## config.mk

```make
export PLATFORM = sky130hd
export DESIGN_NAME = usb_link_led_ctrl
export DESIGN_NICKNAME = d
export VERILOG_FILES = /design/src/rtl/led_ind_pkg.sv /design/src/rtl/led_ind_timebase.sv /design/src/rtl/led_ind_main_pattern.sv /design/src/rtl/led_ind_beat.sv /design/src/rtl/led_ind_pwm_out.sv /design/src/rtl/led_ind_ustate_enc.sv /design/src/rtl/usb_link_led_ctrl.sv
export SDC_FILE = /design/constraint.sdc
export NUM_CORES = 1
export LEC_CHECK = 0
export CAP_MARGIN = 20
export CORE_MARGIN = 2
export CORE_UTILIZATION = 47
export DETAILED_ROUTE_END_ITERATION = 12
export PLACE_DENSITY_LB_ADDON = 0.25
export SETUP_SLACK_MARGIN = 0.5
export SYNTH_ARGS = -nofsm -noshare
export SYNTH_HDL_FRONTEND = slang
export SYNTH_SLANG_ARGS = --single-unit
```

## constraint.sdc

```tcl
create_clock -name clk -period 2.45 [get_ports clk]
set_clock_uncertainty 0.1 [all_clocks]
set_input_delay 0.49 -clock clk [delete_from_list [all_inputs] [get_ports clk]]
set_output_delay 0.49 -clock clk [all_outputs]
set_load 0.02 [all_outputs]
```

## src/rtl/led_ind_pkg.sv

```systemverilog
// Shared types and helpers for the USB link LED indicator controller.
// Assumes: nothing beyond IEEE 1800-2017 synthesizable constructs.
package led_ind_pkg;

    // Display pattern selected for the main LED, in priority order.
    typedef enum logic [1:0] {
        MODE_OFF    = 2'd0,
        MODE_STEADY = 2'd1,
        MODE_BLINK  = 2'd2,
        MODE_FADE   = 2'd3
    } main_mode_e;

    // Maps a link power state code to the two indicator pins {b, a}.
    function automatic logic [1:0] ustate_pins(input logic [2:0] code);
        logic [1:0] pins;
        case (code)
            3'd1:    pins = 2'b01;
            3'd2:    pins = 2'b10;
            3'd3:    pins = 2'b11;
            default: pins = 2'b00;
        endcase
        return pins;
    endfunction

endpackage

```

## src/rtl/led_ind_timebase.sv

```systemverilog
// Prescaler and PWM position counter.
// The step counter divides clk by STEP_DIV. Each step advances the PWM
// position, which wraps every 2^DUTY_W steps. period_end pulses for one
// clock on the last clock of each PWM period.
// Assumes: STEP_DIV >= 1 and DUTY_W >= 1.
module led_ind_timebase #(
    parameter int STEP_DIV = 156,
    parameter int DUTY_W   = 8
) (
    input  logic              clk,
    input  logic              rst_n,
    output logic [DUTY_W-1:0] pwm_pos,
    output logic              period_end
);
    localparam int SW = (STEP_DIV > 1) ? $clog2(STEP_DIV) : 1;
    localparam logic [SW-1:0]     STEP_LAST = SW'(STEP_DIV - 1);
    localparam logic [DUTY_W-1:0] POS_LAST  = '1;

    logic [SW-1:0]     step_q;
    logic [DUTY_W-1:0] pos_q;
    logic              step_end;

    assign step_end   = (step_q == STEP_LAST);
    assign period_end = step_end && (pos_q == POS_LAST);
    assign pwm_pos    = pos_q;

    // Prescaler: counts clocks within one brightness step.
    always_ff @(posedge clk) begin
        if (!rst_n)        step_q <= '0;
        else if (step_end) step_q <= '0;
        else               step_q <= step_q + 1'b1;
    end

    // PWM position: advances once per step and wraps at the period end.
    always_ff @(posedge clk) begin
        if (!rst_n)        pos_q <= '0;
        else if (step_end) pos_q <= pos_q + 1'b1;
    end

    AST_POS_WRAP: assert property (@(posedge clk) disable iff (!rst_n)
        period_end |=> (pos_q == '0));

    AST_POS_HOLD: assert property (@(posedge clk) disable iff (!rst_n)
        !step_end |=> $stable(pos_q));

endmodule

```

## src/rtl/led_ind_main_pattern.sv

```systemverilog
// Level generator for the main status LED.
// Selects the pattern by priority (disconnected, then suspend fade, then
// activity blink, then steady on). It runs the blink and fade state
// machines and loads a new brightness level once per PWM period.
// Assumes: period_end is a single-clock pulse; half lengths >= 1.
module led_ind_main_pattern
    import led_ind_pkg::*;
#(
    parameter int DUTY_W          = 8,
    parameter int BLINK_HALF_USB2 = 100,
    parameter int BLINK_HALF_SS   = 50,
    parameter int FADE_HOLD       = 4
) (
    input  logic            clk,
    input  logic            rst_n,
    input  logic            period_end,
    input  logic            link_up,
    input  logic            link_ss,
    input  logic            disk_busy,
    input  logic            link_susp,
    output logic [DUTY_W:0] level
);
    localparam logic [DUTY_W:0] LVL_FULL = {1'b1, {DUTY_W{1'b0}}};
    localparam logic [DUTY_W:0] LVL_ONE  = (DUTY_W+1)'(1);
    localparam int BLINK_MAX = (BLINK_HALF_USB2 > BLINK_HALF_SS) ? BLINK_HALF_USB2 : BLINK_HALF_SS;
    localparam int BW = $clog2(BLINK_MAX + 1);
    localparam int FW = (FADE_HOLD > 1) ? $clog2(FADE_HOLD) : 1;
    localparam logic [FW-1:0] FADE_LAST = FW'(FADE_HOLD - 1);

    main_mode_e      mode;
    logic [BW-1:0]   half_len;
    logic [BW-1:0]   blink_cnt_q;
    logic            blink_on_q;
    logic [DUTY_W:0] fade_lvl_q;
    logic            fade_up_q;
    logic [FW-1:0]   fade_cnt_q;
    logic [DUTY_W:0] level_d;
    logic [DUTY_W:0] level_q;

    // Pattern priority: disconnection overrides everything, then suspend.
    always_comb begin
        if (!link_up)       mode = MODE_OFF;
        else if (link_susp) mode = MODE_FADE;
        else if (disk_busy) mode = MODE_BLINK;
        else                mode = MODE_STEADY;
    end

    // Blink phase length follows the current link speed.
    assign half_len = link_ss ? BW'(BLINK_HALF_SS) : BW'(BLINK_HALF_USB2);

    // Blink state: counts periods in a phase and toggles at the phase end.
    always_ff @(posedge clk) begin
        if (!rst_n) begin
            blink_cnt_q <= '0;
            blink_on_q  <= 1'b1;
        end else if (period_end) begin
            if (mode != MODE_BLINK) begin
                blink_cnt_q <= '0;
                blink_on_q  <= 1'b1;
            end else if (blink_cnt_q + BW'(1) >= half_len) begin
                blink_cnt_q <= '0;
                blink_on_q  <= !blink_on_q;
            end else begin
                blink_cnt_q <= blink_cnt_q + BW'(1);
            end
        end
    end

    // Fade state: a triangular ramp between 0 and full, one step per hold.
    always_ff @(posedge clk) begin
        if (!rst_n) begin
            fade_lvl_q <= LVL_FULL;
            fade_up_q  <= 1'b0;
            fade_cnt_q <= '0;
        end else if (period_end) begin
            if (mode != MODE_FADE) begin
                fade_lvl_q <= LVL_FULL;
                fade_up_q  <= 1'b0;
                fade_cnt_q <= '0;
            end else if (fade_cnt_q == FADE_LAST) begin
                fade_cnt_q <= '0;
                if (!fade_up_q) begin
                    if (fade_lvl_q == LVL_ONE) fade_up_q <= 1'b1;
                    fade_lvl_q <= fade_lvl_q - LVL_ONE;
                end else begin
                    if (fade_lvl_q == LVL_FULL - LVL_ONE) fade_up_q <= 1'b0;
                    fade_lvl_q <= fade_lvl_q + LVL_ONE;
                end
            end else begin
                fade_cnt_q <= fade_cnt_q + FW'(1);
            end
        end
    end

    // Level that the selected pattern asks for in the next period.
    always_comb begin
        case (mode)
            MODE_OFF:    level_d = '0;
            MODE_STEADY: level_d = LVL_FULL;
            MODE_BLINK:  level_d = blink_on_q ? LVL_FULL : '0;
            default:     level_d = fade_lvl_q;
        endcase
    end

    // Level register: loaded only at a period boundary.
    always_ff @(posedge clk) begin
        if (!rst_n)          level_q <= '0;
        else if (period_end) level_q <= level_d;
    end

    assign level = level_q;

    AST_LEVEL_HOLD: assert property (@(posedge clk) disable iff (!rst_n)
        !period_end |=> $stable(level_q));

    AST_DARK_OFFLINE: assert property (@(posedge clk) disable iff (!rst_n)
        (period_end && !link_up) |=> (level_q == '0));

    AST_FADE_SLEW: assert property (@(posedge clk) disable iff (!rst_n)
        !$stable(fade_lvl_q) |-> ((fade_lvl_q == LVL_FULL) ||
                                  (fade_lvl_q + LVL_ONE == $past(fade_lvl_q)) ||
                                  (fade_lvl_q == $past(fade_lvl_q) + LVL_ONE)));

    AST_FADE_RANGE: assert property (@(posedge clk) disable iff (!rst_n)
        fade_lvl_q <= LVL_FULL);

endmodule

```

## src/rtl/led_ind_beat.sv

```systemverilog
// Heartbeat level generator.
// Alternates the level between full and dark, each phase lasting
// BEAT_HALF PWM periods. It starts in the on phase after reset.
// Assumes: period_end is a single-clock pulse; BEAT_HALF >= 1.
module led_ind_beat #(
    parameter int DUTY_W    = 8,
    parameter int BEAT_HALF = 500
) (
    input  logic            clk,
    input  logic            rst_n,
    input  logic            period_end,
    output logic [DUTY_W:0] level
);
    localparam logic [DUTY_W:0] LVL_FULL = {1'b1, {DUTY_W{1'b0}}};
    localparam int HW = (BEAT_HALF > 1) ? $clog2(BEAT_HALF) : 1;
    localparam logic [HW-1:0] HALF_LAST = HW'(BEAT_HALF - 1);

    logic [HW-1:0]   cnt_q;
    logic            on_q;
    logic [DUTY_W:0] level_q;

    // Phase counter: toggles the beat phase every BEAT_HALF periods.
    always_ff @(posedge clk) begin
        if (!rst_n) begin
            cnt_q <= '0;
            on_q  <= 1'b1;
        end else if (period_end) begin
            if (cnt_q == HALF_LAST) begin
                cnt_q <= '0;
                on_q  <= !on_q;
            end else begin
                cnt_q <= cnt_q + HW'(1);
            end
        end
    end

    // Level register: full or dark, loaded at the period boundary.
    always_ff @(posedge clk) begin
        if (!rst_n)          level_q <= LVL_FULL;
        else if (period_end) level_q <= on_q ? LVL_FULL : '0;
    end

    assign level = level_q;

    AST_BEAT_RAIL: assert property (@(posedge clk) disable iff (!rst_n)
        (level_q == '0) || (level_q == LVL_FULL));

    AST_BEAT_HOLD: assert property (@(posedge clk) disable iff (!rst_n)
        !period_end |=> $stable(level_q));

endmodule

```

## src/rtl/led_ind_pwm_out.sv

```systemverilog
// Active-low PWM comparator.
// Drives the output low while the PWM position is below the level. Level 0
// keeps the LED dark, and level 2^DUTY_W keeps it fully on (0% high time).
// Assumes: level and pwm_pos come from registers, so the output is free
// of glitches apart from comparator settling.
module led_ind_pwm_out #(
    parameter int DUTY_W = 8
) (
    input  logic [DUTY_W-1:0] pwm_pos,
    input  logic [DUTY_W:0]   level,
    output logic              led_n
);
    // Comparator: low (lit) for the first `level` steps of the period.
    always_comb begin
        led_n = !({1'b0, pwm_pos} < level);
    end

endmodule

```

## src/rtl/led_ind_ustate_enc.sv

```systemverilog
// Link power state indicator encoder.
// Registers the two-pin encoding of the link power state. Both pins are
// released (enables low, values low) when low-power states are disabled.
// Assumes: ustate and lpm_en are synchronous to clk.
module led_ind_ustate_enc
    import led_ind_pkg::*;
(
    input  logic       clk,
    input  logic       rst_n,
    input  logic [2:0] ustate,
    input  logic       lpm_en,
    output logic [1:0] pins,
    output logic       pins_oe
);
    logic [1:0] pins_q;
    logic       oe_q;

    // Output stage: encodes the state when enabled, otherwise releases the pins.
    always_ff @(posedge clk) begin
        if (!rst_n) begin
            pins_q <= 2'b00;
            oe_q   <= 1'b0;
        end else begin
            pins_q <= lpm_en ? ustate_pins(ustate) : 2'b00;
            oe_q   <= lpm_en;
        end
    end

    assign pins    = pins_q;
    assign pins_oe = oe_q;

    AST_U3_BOTH: assert property (@(posedge clk) disable iff (!rst_n)
        (lpm_en && ustate == 3'd3) |=> (pins_q == 2'b11 && oe_q));

    AST_RELEASE: assert property (@(posedge clk) disable iff (!rst_n)
        !lpm_en |=> (!oe_q && pins_q == 2'b00));

endmodule

```

## src/rtl/usb_link_led_ctrl.sv

```systemverilog
// USB link status LED indicator controller (top).
// Combines the shared PWM timebase, the main-LED pattern generator, the
// heartbeat generator, one active-low comparator per LED channel and the
// power-state indicator encoder.
// Assumes: CLK_HZ >= PWM_HZ * 2^DUTY_W; all inputs synchronous to clk.
module usb_link_led_ctrl #(
    parameter int CLK_HZ          = 40_000_000,
    parameter int PWM_HZ          = 1000,
    parameter int DUTY_W          = 8,
    parameter int BLINK_HALF_USB2 = 100,
    parameter int BLINK_HALF_SS   = 50,
    parameter int FADE_HOLD       = 4,
    parameter int BEAT_HALF       = 500
) (
    input  logic       clk,
    input  logic       rst_n,
    input  logic       link_up,
    input  logic       link_ss,
    input  logic       disk_busy,
    input  logic       link_susp,
    input  logic [2:0] ustate,
    input  logic       lpm_en,
    output logic       led_main_n,
    output logic       led_beat_n,
    output logic       ind_a,
    output logic       ind_b,
    output logic       ind_a_oe,
    output logic       ind_b_oe
);
    localparam int RAW_DIV  = CLK_HZ / (PWM_HZ * (1 << DUTY_W));
    localparam int STEP_DIV = (RAW_DIV < 1) ? 1 : RAW_DIV;
    localparam int NUM_CH   = 2;

    logic [DUTY_W-1:0] pwm_pos;
    logic              period_end;
    logic [DUTY_W:0]   ch_level [NUM_CH];
    logic [NUM_CH-1:0] ch_led_n;
    logic [1:0]        pins;
    logic              pins_oe;

    led_ind_timebase #(.STEP_DIV(STEP_DIV), .DUTY_W(DUTY_W)) i_timebase (
        .clk        (clk),
        .rst_n      (rst_n),
        .pwm_pos    (pwm_pos),
        .period_end (period_end)
    );

    led_ind_main_pattern #(
        .DUTY_W          (DUTY_W),
        .BLINK_HALF_USB2 (BLINK_HALF_USB2),
        .BLINK_HALF_SS   (BLINK_HALF_SS),
        .FADE_HOLD       (FADE_HOLD)
    ) i_main_pattern (
        .clk        (clk),
        .rst_n      (rst_n),
        .period_end (period_end),
        .link_up    (link_up),
        .link_ss    (link_ss),
        .disk_busy  (disk_busy),
        .link_susp  (link_susp),
        .level      (ch_level[0])
    );

    led_ind_beat #(.DUTY_W(DUTY_W), .BEAT_HALF(BEAT_HALF)) i_beat (
        .clk        (clk),
        .rst_n      (rst_n),
        .period_end (period_end),
        .level      (ch_level[1])
    );

    // One comparator per LED channel, all sharing the PWM position.
    for (genvar g = 0; g < NUM_CH; g++) begin : g_chan
        led_ind_pwm_out #(.DUTY_W(DUTY_W)) i_pwm_out (
            .pwm_pos (pwm_pos),
            .level   (ch_level[g]),
            .led_n   (ch_led_n[g])
        );
    end

    led_ind_ustate_enc i_ustate_enc (
        .clk     (clk),
        .rst_n   (rst_n),
        .ustate  (ustate),
        .lpm_en  (lpm_en),
        .pins    (pins),
        .pins_oe (pins_oe)
    );

    assign led_main_n = ch_led_n[0];
    assign led_beat_n = ch_led_n[1];
    assign ind_a      = pins[0];
    assign ind_b      = pins[1];
    assign ind_a_oe   = pins_oe;
    assign ind_b_oe   = pins_oe;

    AST_OFFLINE_DARK_OUT: assert property (@(posedge clk) disable iff (!rst_n)
        ($past(period_end) && !$past(link_up)) |-> led_main_n);

endmodule

```

==> run summary <==
## Logic synthesis
• 8.309% — Adder-Cell Fraction of Synth Area
• 0% — async set or reset register ratio after synthesis
• dfxtp_1 — count leader, synth
• 392 — syn nets
• dfxtp_1 (59), nand2_1 (55), nor2_1 (35), a21oi_1 (22), ha_1 (20) — top cells by count, synth
• dfxtp_1 — cell taking the most area after synthesis
• 39.22% — sequential area share after synthesis
• 47 — count of unique library cells instantiated by Yosys
• 362 — Mapped Cells
• simple AND/OR/NAND/NOR gates — largest family of logic cells by synthesized area
• 12.67% — area fraction in compound gates after synthesis
• 0.6647% — portion of netlist area occupied by mux cells
• 26.17% — simple-gate share of the synthesized area
• 39.22% — fraction of post-synthesis cell area in the top cell type by area
• 0 — EDFF count, synth
• 8.319 um^2 — per-instance average area after synthesis
• 8.434% — synthesized-area fraction occupied by xor and xnor cells
• dfxtp_1 — dominant register cell in the synthesized netlist
• 0 — YS warnings
• 59 — Synth Register Bits
• 3012 um^2 — post-synthesis instance area
• dfxtp_1 (39%), ha_1 (8.3%), nand2_1 (6.9%) — cell types occupying the most area after synthesis

## Global route
• 0 — number of antenna violations at the first check in global routing
• 26.49% — met1 usage
• 5.143% — met3 usage in global routing
• 21.56% — global-route usage over all layers
• 35.43% — GR Layer Usage met2
• 21 — pin count of the biggest net entering global routing
• 12.23 mm — wire length of the first global-routing pass
• 0 — overall overflow remaining after global route
• 2700 — vias in the first global route
• met2 — most used routing layer

## STA
• 0 — number of failing setup endpoints in the final timing report
• 0.3693 ns — hold_ws
• 66.10% — slew margin rel.
• yes — setup repair after global routing missed its margin
• 2.444 ns — final critical delay including setup and external delays
• 0 — Pins Over Slew Limit
• 0 — number of hold-slack violations in the final timing report
• 409.1 MHz — highest clock rate
• 99.76% — Period Utilization, post-route
• 0.5078 ns — Worst Tran Pin Value

## Placed design
• 0.8475 — final weighted congestion in routability-driven placement
• 4.728 mm — DP HPWL
• 3447 um^2 — standard cell area after detailed placement
• 15 — count of buffers from port buffering
• 461 — Post-Place Cells

## Hold path
• reg -> reg — Worst Hold Class

## Worst setup path
• 1.86 ns — Required @ worst endpoint
• reg -> out — Crit Path Class
• 1.85 ns — data arrival time of the worst path
• 2 — Max FO, Critical Path
• flip-flop — Setup crit start kind
• output pin — endpoint class of the critical path

## Detailed routing
• 5.700 — Via-to-Cell Ratio
• 182 — violation count after the first detailed-route iteration
• 5 — number of iterations in the first detailed-routing pass
• 16.49 um — Routed wire per std cell
• 8.458 mm — detailed-route wire length
• 2924 — total via count after detailed routing
• 0 — final routed DRC violation total
• 0 — antenna violation net count after detailed routing

## Floorplan
• 16 — I/O pin total
• 47.98% — Initial Utilization
• 7064 um^2 — Die Footprint
• 84.05 um — Vert. Die Dim
• 29 — Cell Rows
• 6277 um^2 — Placeable Area
• 84.05 um — Die Span X

## Clock network
• 0.07 ns — CTS clock-pin slew for the worst setup and hold paths
• 3 — CTS H-tree depth
• 0.35 ns — clock latency on the worst-skew pair
• 9 — number of buffers inserted during clock tree synthesis
• clkbuf_8 — root buffer selected by CTS
• done — CTS tree
• 2 — Longest Clk Path Bufs
• 59 — CTS Sinks

## Finish
• 513 — number of cells in the finished layout apart from fillers
• 35.32% — fraction of layout instances using a drive strength above 1
• 4429 um^2 — Layout Cell Area excl Fill
• 461 — nets
• 0 — diode insertion count for antenna repair
• 47.07% — signed area change from the synthesized netlist to the final layout

## Power and ir drop
• 1.736 nW — Pleak
• 473.5 nW/um^2 — Pwr Density
• 2.097 mW — Design Power
• 0.4106 mV — Max rail drop VDD

## Outcome
• finished, final reports clean — status

## Run
• 0 — max cap viols

-- worst max-delay path, cell delays in order (launching register included) --
cell and delay [ns]:
dfxtp_2 0.34, inv_2 0.04, ha_4 0.25, a21o_1 0.11
a21oi_2 0.05, nor2b_1 0.13, o2111ai_2 0.16, a211oi_2 0.26
buf_4 0.17
-- kinds of logic (layout without fill, tap and decap cells) --
kind of cell / count (synthesis) / after routing
flip-flops: 59 / 59
AO/OA/AOI/OAI: 59 / 59
XOR/XNOR: 29 / 29
multiplexers: 2 / 2
buffers and inverters: 33 / 107
AND/OR/NAND/NOR: 160 / 160
adder cells (fa/ha/maj): 20 / 20
-- metrics by stage --
stage | TNS [ns] | util [%] | worst slack [ns]
after floorplan | 0 | - | 0.2061
after global placement | -1.614 | 54.91 | -0.2485
after detailed placement | -2.245 | 54.91 | -0.3222
after CTS | 0 | 62.49 | 0.003374
after global routing | -0.1349 | 70.56 | -0.1252
final | 0 | 70.56 | 0.005813
-- registers in the layout, indices dropped and copies added, names as in the netlist --
register / flops
i_main_pattern.fade_up_q: 1
i_main_pattern.blink_on_q: 1
i_ustate_enc.pins: 2
i_beat.cnt_q: 9
i_timebase.step_q: 8
i_beat.level: 1
i_main_pattern.fade_lvl_q: 9
i_main_pattern.blink_cnt_q: 7
i_main_pattern.level: 9
i_beat.on_q: 1
i_ustate_enc.pins_oe: 1
i_timebase.pwm_pos: 8
i_main_pattern.fade_cnt_q: 2
-- cell usage in the layout (no fill, tap or decap), types with 3 or more instances in the layout --
cell type        count
ha_1                16
inv_1               15
ha_4                 4
nor3_1               5
clkdlybuf4s50_1     12
xor2_1              18
nor2_1              35
nand2_1             37
nand3_1              9
or3_1                4
buf_6               15
nor3b_1              3
buf_4               36
and3_1               6
clkbuf_8            11
nand4_1             12
clkinv_2             3
dfxtp_1             54
dfxtp_2              3
nand2_4             10
nand3_2              5
xnor2_1              9
a21oi_2             16
nand2_2              8
nand3_4              5
buf_12               3
o21ai_0              4
a21o_1               3
a21oi_1              6
a31oi_1              5
-- power by group --
part,internal (mW),leakage (nW),switching [mW],total (mW)
Combinational,0.0449,1.14,0.0491,0.0940
Sequential,0.963,0.479,0.00576,0.969
Clock,0.623,0.119,0.411,1.03
-- worst paths after layout --
check / start / endpoint / slack (ns) / cells after the start
max: i_main_pattern.level[1]$_SDFFE_PN0P_ / led_main_n / 0.006 / 8
min reg2reg: i_main_pattern.level[5]$_SDFFE_PN0P_ / i_main_pattern.level[5]$_SDFFE_PN0P_ / 0.37 / 2
min: i_main_pattern.level[5]$_SDFFE_PN0P_ / i_main_pattern.level[5]$_SDFFE_PN0P_ / 0.37 / 2
max reg2reg: i_main_pattern.blink_cnt_q[0]$_SDFFE_PN0P_ / i_main_pattern.blink_cnt_q[4]$_SDFFE_PN0P_ / 0.10 / 12
-- final cells by class --
cell class                 instances  area [um^2]
sequential                        59         1192
timing repair buffer              72        710.7
clock buffer                      11        151.4
clock inverter                     5        75.07
fill                             433         1848
tap                               77        96.34
multi-input combinational        270         2130
inverter                          19        73.82
-- timing repair --
action / CTS / global route
hold buffers: 0 / 0
pin swaps: 19 / 37
gates resized for setup: 41 / 79
setup buffers: 16 / 16
gates cloned: 1 / 3
setup endpoints to repair: 41 / 50
-- metal layers --
metal / share of wire (%) / wire [um]
met3: 4.7 / 396
met4: 2.6 / 217
met1: 42 / 3538
met2: 51 / 4305
met5: 0 / 0
Power figures use the tool's default switching activity.
